## config.mk

```make
export PLATFORM = sky130hd
export DESIGN_NAME = bit_unpacker
export DESIGN_NICKNAME = d
export VERILOG_FILES = /design/src/rtl/bu_pkg.sv /design/src/rtl/bu_store.sv /design/src/rtl/bu_ctrl.sv /design/src/rtl/bu_extract.sv /design/src/rtl/bit_unpacker.sv
export SDC_FILE = /design/constraint.sdc
export NUM_CORES = 1
export LEC_CHECK = 0
export ABC_AREA = 1
export BUFFER_PORTS_ARGS = -buffer_cell sky130_fd_sc_hd__buf_2
export CAP_MARGIN = 5
export CORE_ASPECT_RATIO = 2
export CORE_UTILIZATION = 49
export DETAILED_ROUTE_END_ITERATION = 8
export PLACE_DENSITY_LB_ADDON = 0.1
export SYNTH_ARGS = -nofsm -noshare
export SYNTH_HDL_FRONTEND = slang
export SYNTH_SLANG_ARGS = --single-unit
```

## constraint.sdc

```tcl
create_clock -name clk -period 3.3 [get_ports clk]
set_input_delay 0.33 -clock clk [delete_from_list [all_inputs] [get_ports clk]]
set_output_delay 0.33 -clock clk [all_outputs]
set_load 0.01 [all_outputs]
```

## src/rtl/bu_pkg.sv

```systemverilog
package bu_pkg;

  typedef enum logic {
    ST_PRIME = 1'b0,
    ST_RUN   = 1'b1
  } bu_state_e;

endpackage

```

## src/rtl/bu_store.sv

```systemverilog
module bu_store #(
  parameter int W  = 16,
  parameter int DW = 2 * W
) (
  input  logic          clk,
  input  logic          rst_n,
  input  logic          load,
  input  logic          adv,
  input  logic [W-1:0]  in_data,
  output logic [DW-1:0] win,
  output logic          lo_full
);

  logic [W-1:0] hi_q;
  logic [W-1:0] lo_q;
  logic         lo_full_q;
  logic         lo_full_d;

  always_comb begin
    lo_full_d = lo_full_q;
    if (load) begin
      lo_full_d = 1'b1;
    end else if (adv) begin
      lo_full_d = 1'b0;
    end
  end

  always_ff @(posedge clk or negedge rst_n) begin
    if (!rst_n) begin
      lo_full_q <= 1'b0;
    end else if (load || adv) begin
      lo_full_q <= lo_full_d;
    end
  end

  // data halves carry no reset; validity is tracked by lo_full_q and the pointer
  always_ff @(posedge clk) begin
    if (adv) begin
      hi_q <= lo_q;
    end
    if (load) begin
      lo_q <= in_data;
    end
  end

  assign win     = {hi_q, lo_q};
  assign lo_full = lo_full_q;

endmodule

```

## src/rtl/bu_ctrl.sv

```systemverilog
module bu_ctrl
  import bu_pkg::*;
#(
  parameter int W  = 16,
  parameter int PW = $clog2(2 * W),
  parameter int LW = $clog2(W + 1)
) (
  input  logic          clk,
  input  logic          rst_n,
  input  logic          in_valid,
  input  logic          req_valid,
  input  logic [LW-1:0] req_len,
  input  logic          lo_full,
  output logic          in_ready,
  output logic          req_ready,
  output logic          load,
  output logic          adv,
  output logic          take,
  output logic [PW-1:0] ptr
);

  localparam logic [PW-1:0] PTR_WORD = PW'(W);
  localparam logic [PW:0]   CAP_ONE  = (PW + 1)'(W);
  localparam logic [PW:0]   CAP_TWO  = (PW + 1)'(2 * W);

  bu_state_e     st_q, st_d;
  logic [PW-1:0] ptr_q, ptr_d;
  logic          top_spent;
  logic [PW:0]   avail;
  logic          fits;

  always_comb begin
    top_spent = (ptr_q >= PTR_WORD);
    avail     = (lo_full ? CAP_TWO : CAP_ONE) - {1'b0, ptr_q};
    fits      = ((PW + 1)'(req_len) <= avail);
    in_ready  = !lo_full;
    load      = in_valid && !lo_full;
    adv       = top_spent && lo_full;
    req_ready = (st_q == ST_RUN) && !top_spent && fits;
    take      = req_ready && req_valid;
  end

  always_comb begin
    ptr_d = ptr_q;
    if (adv) begin
      ptr_d = ptr_q - PTR_WORD;
    end else if (take) begin
      ptr_d = ptr_q + PW'(req_len);
    end
  end

  always_comb begin
    st_d = st_q;
    if ((st_q == ST_PRIME) && load && !top_spent) begin
      st_d = ST_RUN;
    end
  end

  // after reset the upper word counts as fully consumed, so the first word
  // goes through the normal lower-to-upper move
  always_ff @(posedge clk or negedge rst_n) begin
    if (!rst_n) begin
      ptr_q <= PTR_WORD;
    end else if (adv || take) begin
      ptr_q <= ptr_d;
    end
  end

  always_ff @(posedge clk or negedge rst_n) begin
    if (!rst_n) begin
      st_q <= ST_PRIME;
    end else if (st_q != st_d) begin
      st_q <= st_d;
    end
  end

  assign ptr = ptr_q;

endmodule

```

## src/rtl/bu_extract.sv

```systemverilog
module bu_extract #(
  parameter int W  = 16,
  parameter int DW = 2 * W,
  parameter int PW = $clog2(DW),
  parameter int LW = $clog2(W + 1)
) (
  input  logic          clk,
  input  logic          rst_n,
  input  logic          take,
  input  logic [DW-1:0] win,
  input  logic [PW-1:0] ptr,
  input  logic [LW-1:0] len,
  output logic [W-1:0]  fld_data,
  output logic          fld_valid
);

  logic [DW-1:0] aligned;
  logic [W-1:0]  top_bits;
  logic [LW-1:0] rsh;
  logic [W-1:0]  fld_d;
  logic [W-1:0]  fld_q;
  logic          vld_q;

  always_comb begin
    aligned  = win << ptr;
    top_bits = aligned[DW-1 -: W];
    rsh      = LW'(W) - len;
    fld_d    = top_bits >> rsh;
  end

  always_ff @(posedge clk or negedge rst_n) begin
    if (!rst_n) begin
      vld_q <= 1'b0;
    end else begin
      vld_q <= take;
    end
  end

  always_ff @(posedge clk or negedge rst_n) begin
    if (!rst_n) begin
      fld_q <= '0;
    end else if (take) begin
      fld_q <= fld_d;
    end
  end

  assign fld_data  = fld_q;
  assign fld_valid = vld_q;

endmodule

```

## src/rtl/bit_unpacker.sv

```systemverilog
module bit_unpacker #(
  parameter int WORD_W = 16,
  localparam int DW    = 2 * WORD_W,
  localparam int PW    = $clog2(DW),
  localparam int LW    = $clog2(WORD_W + 1)
) (
  input  logic              clk,
  input  logic              rst_n,
  input  logic [WORD_W-1:0] in_data,
  input  logic              in_valid,
  output logic              in_ready,
  input  logic              req_valid,
  input  logic [LW-1:0]     req_len,
  output logic              req_ready,
  output logic [WORD_W-1:0] fld_data,
  output logic              fld_valid
);

  logic          load;
  logic          adv;
  logic          take;
  logic          lo_full;
  logic [PW-1:0] ptr;
  logic [DW-1:0] win;

  bu_ctrl #(.W(WORD_W), .PW(PW), .LW(LW)) u_ctrl (
    .clk       (clk),
    .rst_n     (rst_n),
    .in_valid  (in_valid),
    .req_valid (req_valid),
    .req_len   (req_len),
    .lo_full   (lo_full),
    .in_ready  (in_ready),
    .req_ready (req_ready),
    .load      (load),
    .adv       (adv),
    .take      (take),
    .ptr       (ptr)
  );

  bu_store #(.W(WORD_W), .DW(DW)) u_store (
    .clk     (clk),
    .rst_n   (rst_n),
    .load    (load),
    .adv     (adv),
    .in_data (in_data),
    .win     (win),
    .lo_full (lo_full)
  );

  bu_extract #(.W(WORD_W), .DW(DW), .PW(PW), .LW(LW)) u_extract (
    .clk       (clk),
    .rst_n     (rst_n),
    .take      (take),
    .win       (win),
    .ptr       (ptr),
    .len       (req_len),
    .fld_data  (fld_data),
    .fld_valid (fld_valid)
  );

endmodule

```

== Yosys cells after proc, flatten, opt, wreduce, memory -nomap -nowiden ==
Cells that the tools add are included.
Word-level totals
  bits in registers: 56
  output and inout port bits: 19
  word-level logic and storage cells: 38
Cells by class
  $add $sub $neg: 4
  order comparisons: 2
  equal/unequal tests: 1
  shifts and indexed selects: 2
  muxes and demuxes: 6
  bitwise gates (word level): 1
  reduce and logical (&&, ||, !) cells: 15
Operators by type and width (count)
  32-bit by 5-bit << shifter with 32-bit output: 1
  16-bit by 5-bit >> shifter with 16-bit output: 1
  5-bit 2-to-1 mux: 2
  1-bit logical AND: 7
  5-bit by 6-bit less-or-equal comparator with 1-bit output: 1
  6-bit 2-to-1 mux: 1
  6-bit by 5-bit subtractor with 6-bit output: 1
  5-bit adder: 1
  5-bit greater-or-equal comparator, second input constant: 1
  5-bit subtractor, first input constant: 1
  5-bit subtractor, second input constant: 1
  2-bit AND reduction: 2
  2-bit nonzero test: 2
  1-bit 2-to-1 mux: 3
  1-bit logical NOT: 2
  1-bit logical OR: 2
  1-bit != test: 1
  1-bit NOT: 1

== Logic depth before layout (Yosys ltp) ==
  depth after elaboration: 7
  gate-level depth with buffers: 19
  gate-level depth less buffers: 17

== By module ==
From an unflattened synthesis, not the netlist that was laid out.
Unflattened totals
  cell total of the unflattened synthesis: 650
  area, all modules: 4439.3 um^2
By module, submodules not included
  bu_extract: instances 1, cells an instance 507, area each 2686.3 um^2, seq. area each 425.4 um^2
  bu_store: instances 1, cells an instance 37, area each 1001.0 um^2, seq. area each 985.9 um^2
  bu_ctrl: instances 1, cells an instance 106, area each 752.0 um^2, seq. area each 151.4 um^2

== Worst setup path after synthesis ==
OpenSTA, ideal clock, no wires.
  kind: register to register
  from: reg u_ctrl.ptr_q[4] (netlist: u_ctrl.ptr[4])
  to: reg u_extract.fld_q[3] (netlist: u_extract.fld_data[3])
  library setup time: 124 ps
  arrival: 2446 ps
  path slack: 729 ps
  cell stages (with the launch flop): 18
  buffers on the path: 2
  clock period less this slack: 2571 ps
  cell sequence: dfstp_2 inv_2 buf_2 ha_1 xnor2_1 inv_1 ha_1 nand2_1 inv_1 nand2_1 nand2_1 nand3_1 nand2_1 inv_2 nand2_2 buf_2 nand2_1 nand3_1
On the way
  cells in the longest elaborated chain, start to end: 5
Ends and longest elaborated chain
  start, declared: RTL line bu_ctrl.sv:27  | logic [PW-1:0] ptr_q, ptr_d;
  start signal, assigned: RTL line bu_ctrl.sv:65  | ptr_q <= ptr_d;
  branches (longest 3 deep; another with 6-bit by 5-bit subtractor with 6-bit output)
  1-bit logical AND *: RTL line bu_ctrl.sv:39  | req_ready = (st_q == ST_RUN) && !top_spent && fits;
  via req_ready: RTL line bit_unpacker.sv:14  | output logic req_ready,
  1-bit logical AND *: RTL line bu_ctrl.sv:40  | take = req_ready && req_valid;
  end signal, assigned: RTL line bu_extract.sv:43  | fld_q <= fld_d;
  end, declared: RTL line bu_extract.sv:21  | logic [W-1:0] fld_q;
Mark *: on every way through the listed nets, which the timed path passes.
A chain may end at the register's enable or synchronous reset.

== Worst setup path in the final report ==
  from: reg u_ctrl.ptr_q[4] (netlist: u_ctrl.ptr[4])
  to: reg u_extract.fld_q[15] (netlist: u_extract.fld_data[15])
On the way
  cells in the longest elaborated chain, start to end: 5
Ends and longest elaborated chain
  branches (longest 5 deep; another with 6-bit by 5-bit subtractor with 6-bit output)
Parallel ways; which one is timed is not known.

==> impl_metrics.ini <==
[power_and_ir_drop]
total_power_mw = 5.42
p_per_area_mw_per_mm2 = 1100
ir_drop_mv = 0.836
cellLeakagePower_nw = 2.36

[setup_path]
rr_worst_depth = 12
crit_chain = inv_2, ha_1, xnor2_1, inv_1, ha_1, a21oi_1, nand2_1, nand3_1, nand4_2, nor2_2, inv_1, o21ai_0
required_ps = 3530
worst-setup-path-type = reg -> reg
r2r_start = u_ctrl.ptr[4]$_DFFE_PN1P_
crit_path_max_fanout = 15
critPathBufInv = 3
timing.rr.end = u_extract.fld_data[15]$_DFFE_PN0P_
cp-start-kind = flip-flop
end_kind = flip-flop
critPathArrivalTime_ps = 3010
cpPeakStageDelay_ps = 610
crit_slowest_cell = dfstp_2
cpLargestDelayFamily = simple AND/OR/NAND/NOR gates
r2r_slack_ps = 510

[timing]
period_share_pct = 84.5
fin_ws_ps = 512
holdWs_ps = -1.50
tightestPinTransition_ps = 939
fin_crit_ps = 2790
drv_slew = 0
relSlewSlack_pct = 37.4
hold_viol = 2
rsz0062_at_grt = no
fmax_ghz = 0.359
tns_ps = 0
finalSetupViolations = 0
final.setup_skew_ps = 14.3

[place]
pre_cts_ws_ps = 529
io_buffers = 43
placed_area_mm2 = 0.00480
gp_congestion = 0.940
post-dp-hpwl_mm = 10.7
dpl.cell_count = 736

[logic_synthesis]
syn_area_mm2 = 0.00461
synth_cells = 616
synth-async-reset-ratio_pct = 42.9
synth_nets = 655
ys_ff_latch = 56
ys.flop_type = edfxtp_1
synth-edff-count = 32
synth_cell_types = 40
avgSynthCellArea_um2 = 7.48
seq_area_frac_synth_pct = 33.9
ys_warn_count = 0

[route]
drt_first_iter_violations = 425
post-route-drc-count = 0
num_vias = 4580
post_drt_via_cell_ratio = 6.16
routed_wl_mm = 13.7
antenna_left = 0
dr.pass1.iters = 5
drt-wirelength-per-cell_um = 18.4

[finish]
nNetsFinal = 680
fillCellCount = 899
fin_area_mm2 = 0.00495
drive_gt1_share_pct = 18.8
final_util_pct = 54.5
area.growth.synth_to_final_pct = 7.33
fin_cells = 744
diodes = 0

[floorplan]
start_util_pct = 50.8
die_x_um = 70.6
num_rows = 49
die_h_um = 139
core_area_mm2 = 0.00907
dieArea_mm2 = 0.00982
ios = 44

[worst_hold_path]
hold_class = in -> async

[run]
maxCapViolations = 0

[clock_network]
clock_sinks = 56
cts-root-buf = clkbuf_16
clk_path_buf_depth = 2
htreeDepth = 2
cts_inserted_buffers = 5
clk_latency_ps = 310
cts_tree = yes
cts-resized-gates = 0
cts_hold_buf = 0
clkTransAtPathRegs_ps = 90
cts_post_setup_buffers_inserted = 0

[grt]
grt_max_degree = 36
track_usage_pct = 28.7
grt_pass1_vias = 4473
grt_overflow = 0
antenna_found_initial = 0
grt_pass1_wl_mm = 21.8
top_usage_layer = met2
met3_usage_pct = 2.83
gr-usage-met2_pct = 54.8
grt_util_met1_pct = 28.6

[status]
status = complete, but fails checks
violations = negative hold slack
flip-flops by register name (all words and copies together) (netlist names):
register,cells
u_store.lo_q,16
u_store.lo_full,1
u_ctrl.ptr,5
u_store.hi_q,16
u_extract.fld_valid,1
u_ctrl.st_q,1
u_extract.fld_data,16
cell families (layout without fill, tap and decap cells):
family / count (synthesis) / count (layout) / synth area share, %
buf+inv: 67 / 93 / 8.01
fa+ha+maj: 14 / 14 / 3.96
flops: 56 / 56 / 33.9
xor+xnor: 10 / 10 / 1.90
simple gates: 448 / 448 / 49.2
mux: 1 / 1 / 0.217
compound gates: 20 / 20 / 2.80
worst reg2reg max path, stage by stage, from the launching register on:
cell and delay [ps]:
dfstp_2 610, inv_2 60, ha_1 300, xnor2_1 170
inv_1 60, ha_1 280, a21oi_1 150, nand2_1 70
nand3_1 100, nand4_2 140, nor2_2 500, inv_1 110
o21ai_0 160
worst max path at each step:
| stage | from | cells after the start | slack [ps] | end |
|---|---|---|---|---|
| finish | u_ctrl.ptr[4]$_DFFE_PN1P_ | 12 | 510 | u_extract.fld_data[15]$_DFFE_PN0P_ |
| global route | u_ctrl.ptr[4]$_DFFE_PN1P_ | 14 | 220 | u_extract.fld_data[15]$_DFFE_PN0P_ |
| CTS | u_ctrl.ptr[4]$_DFFE_PN1P_ | 13 | 480 | u_extract.fld_data[15]$_DFFE_PN0P_ |
| detailed placement | u_ctrl.ptr[4]$_DFFE_PN1P_ | 13 | 530 | u_extract.fld_data[15]$_DFFE_PN0P_ |
| global placement | u_ctrl.ptr[4]$_DFFE_PN1P_ | 14 | 620 | u_extract.fld_data[15]$_DFFE_PN0P_ |
| floorplan | u_ctrl.ptr[4]$_DFFE_PN1P_ | 17 | 730 | u_extract.fld_data[3]$_DFFE_PN0P_ |
cell usage after synthesis, drive strengths merged, types with 2 or more instances:
| master | number | share of area [%] |
|---|---|---|
| nand4 | 7 | 1.1 |
| ha | 13 | 3.5 |
| inv | 28 | 2.5 |
| xor2 | 7 | 1.3 |
| buf | 31 | 4.8 |
| xnor2 | 3 | 0.57 |
| nor3 | 3 | 0.33 |
| nand3 | 271 | 32 |
| dfrtp | 23 | 12 |
| o21ai | 10 | 1.2 |
| clkbuf | 6 | 0.52 |
| a21oi | 7 | 1.0 |
| edfxtp | 32 | 21 |
| clkinv | 2 | 0.16 |
| nor2 | 9 | 1.2 |
| nand2 | 157 | 15 |
placed cells by master (no fill, tap or decap), types with 7 or more instances in the layout:
master / count
xor2_1: 7
dfrtp_1: 23
buf_4: 12
nand2_4: 10
ha_1: 13
inv_2: 8
nand3_1: 249
buf_2: 43
nand2_1: 142
nand3_2: 22
o21ai_0: 7
edfxtp_1: 32
inv_1: 18
per-layer routing:
metal | wire, um | part of all wire (%)
met1 | 4840 | 35
met2 | 7490 | 55
met3 | 447 | 3.3
met4 | 896 | 6.6
met5 | 0 | 0
area by class of cell:
type	count	area (um2)	share of cell area [%]
clock buffers	5	125	2.53
clock inverters	3	26.3	0.531
inverters	30	123	2.48
multi-input cells	493	2680	54.1
flip-flops and latches	56	1560	31.6
well taps	102	128	2.58
repair buffers	55	305	6.17
report_power, final:
group | switching [mW] | internal, mW
combinational | 2.48 | 1.18
clock | 0.276 | 0.288
sequential | 0.198 | 0.998
total | 2.96 | 2.46
Power figures use the tool's default switching activity.
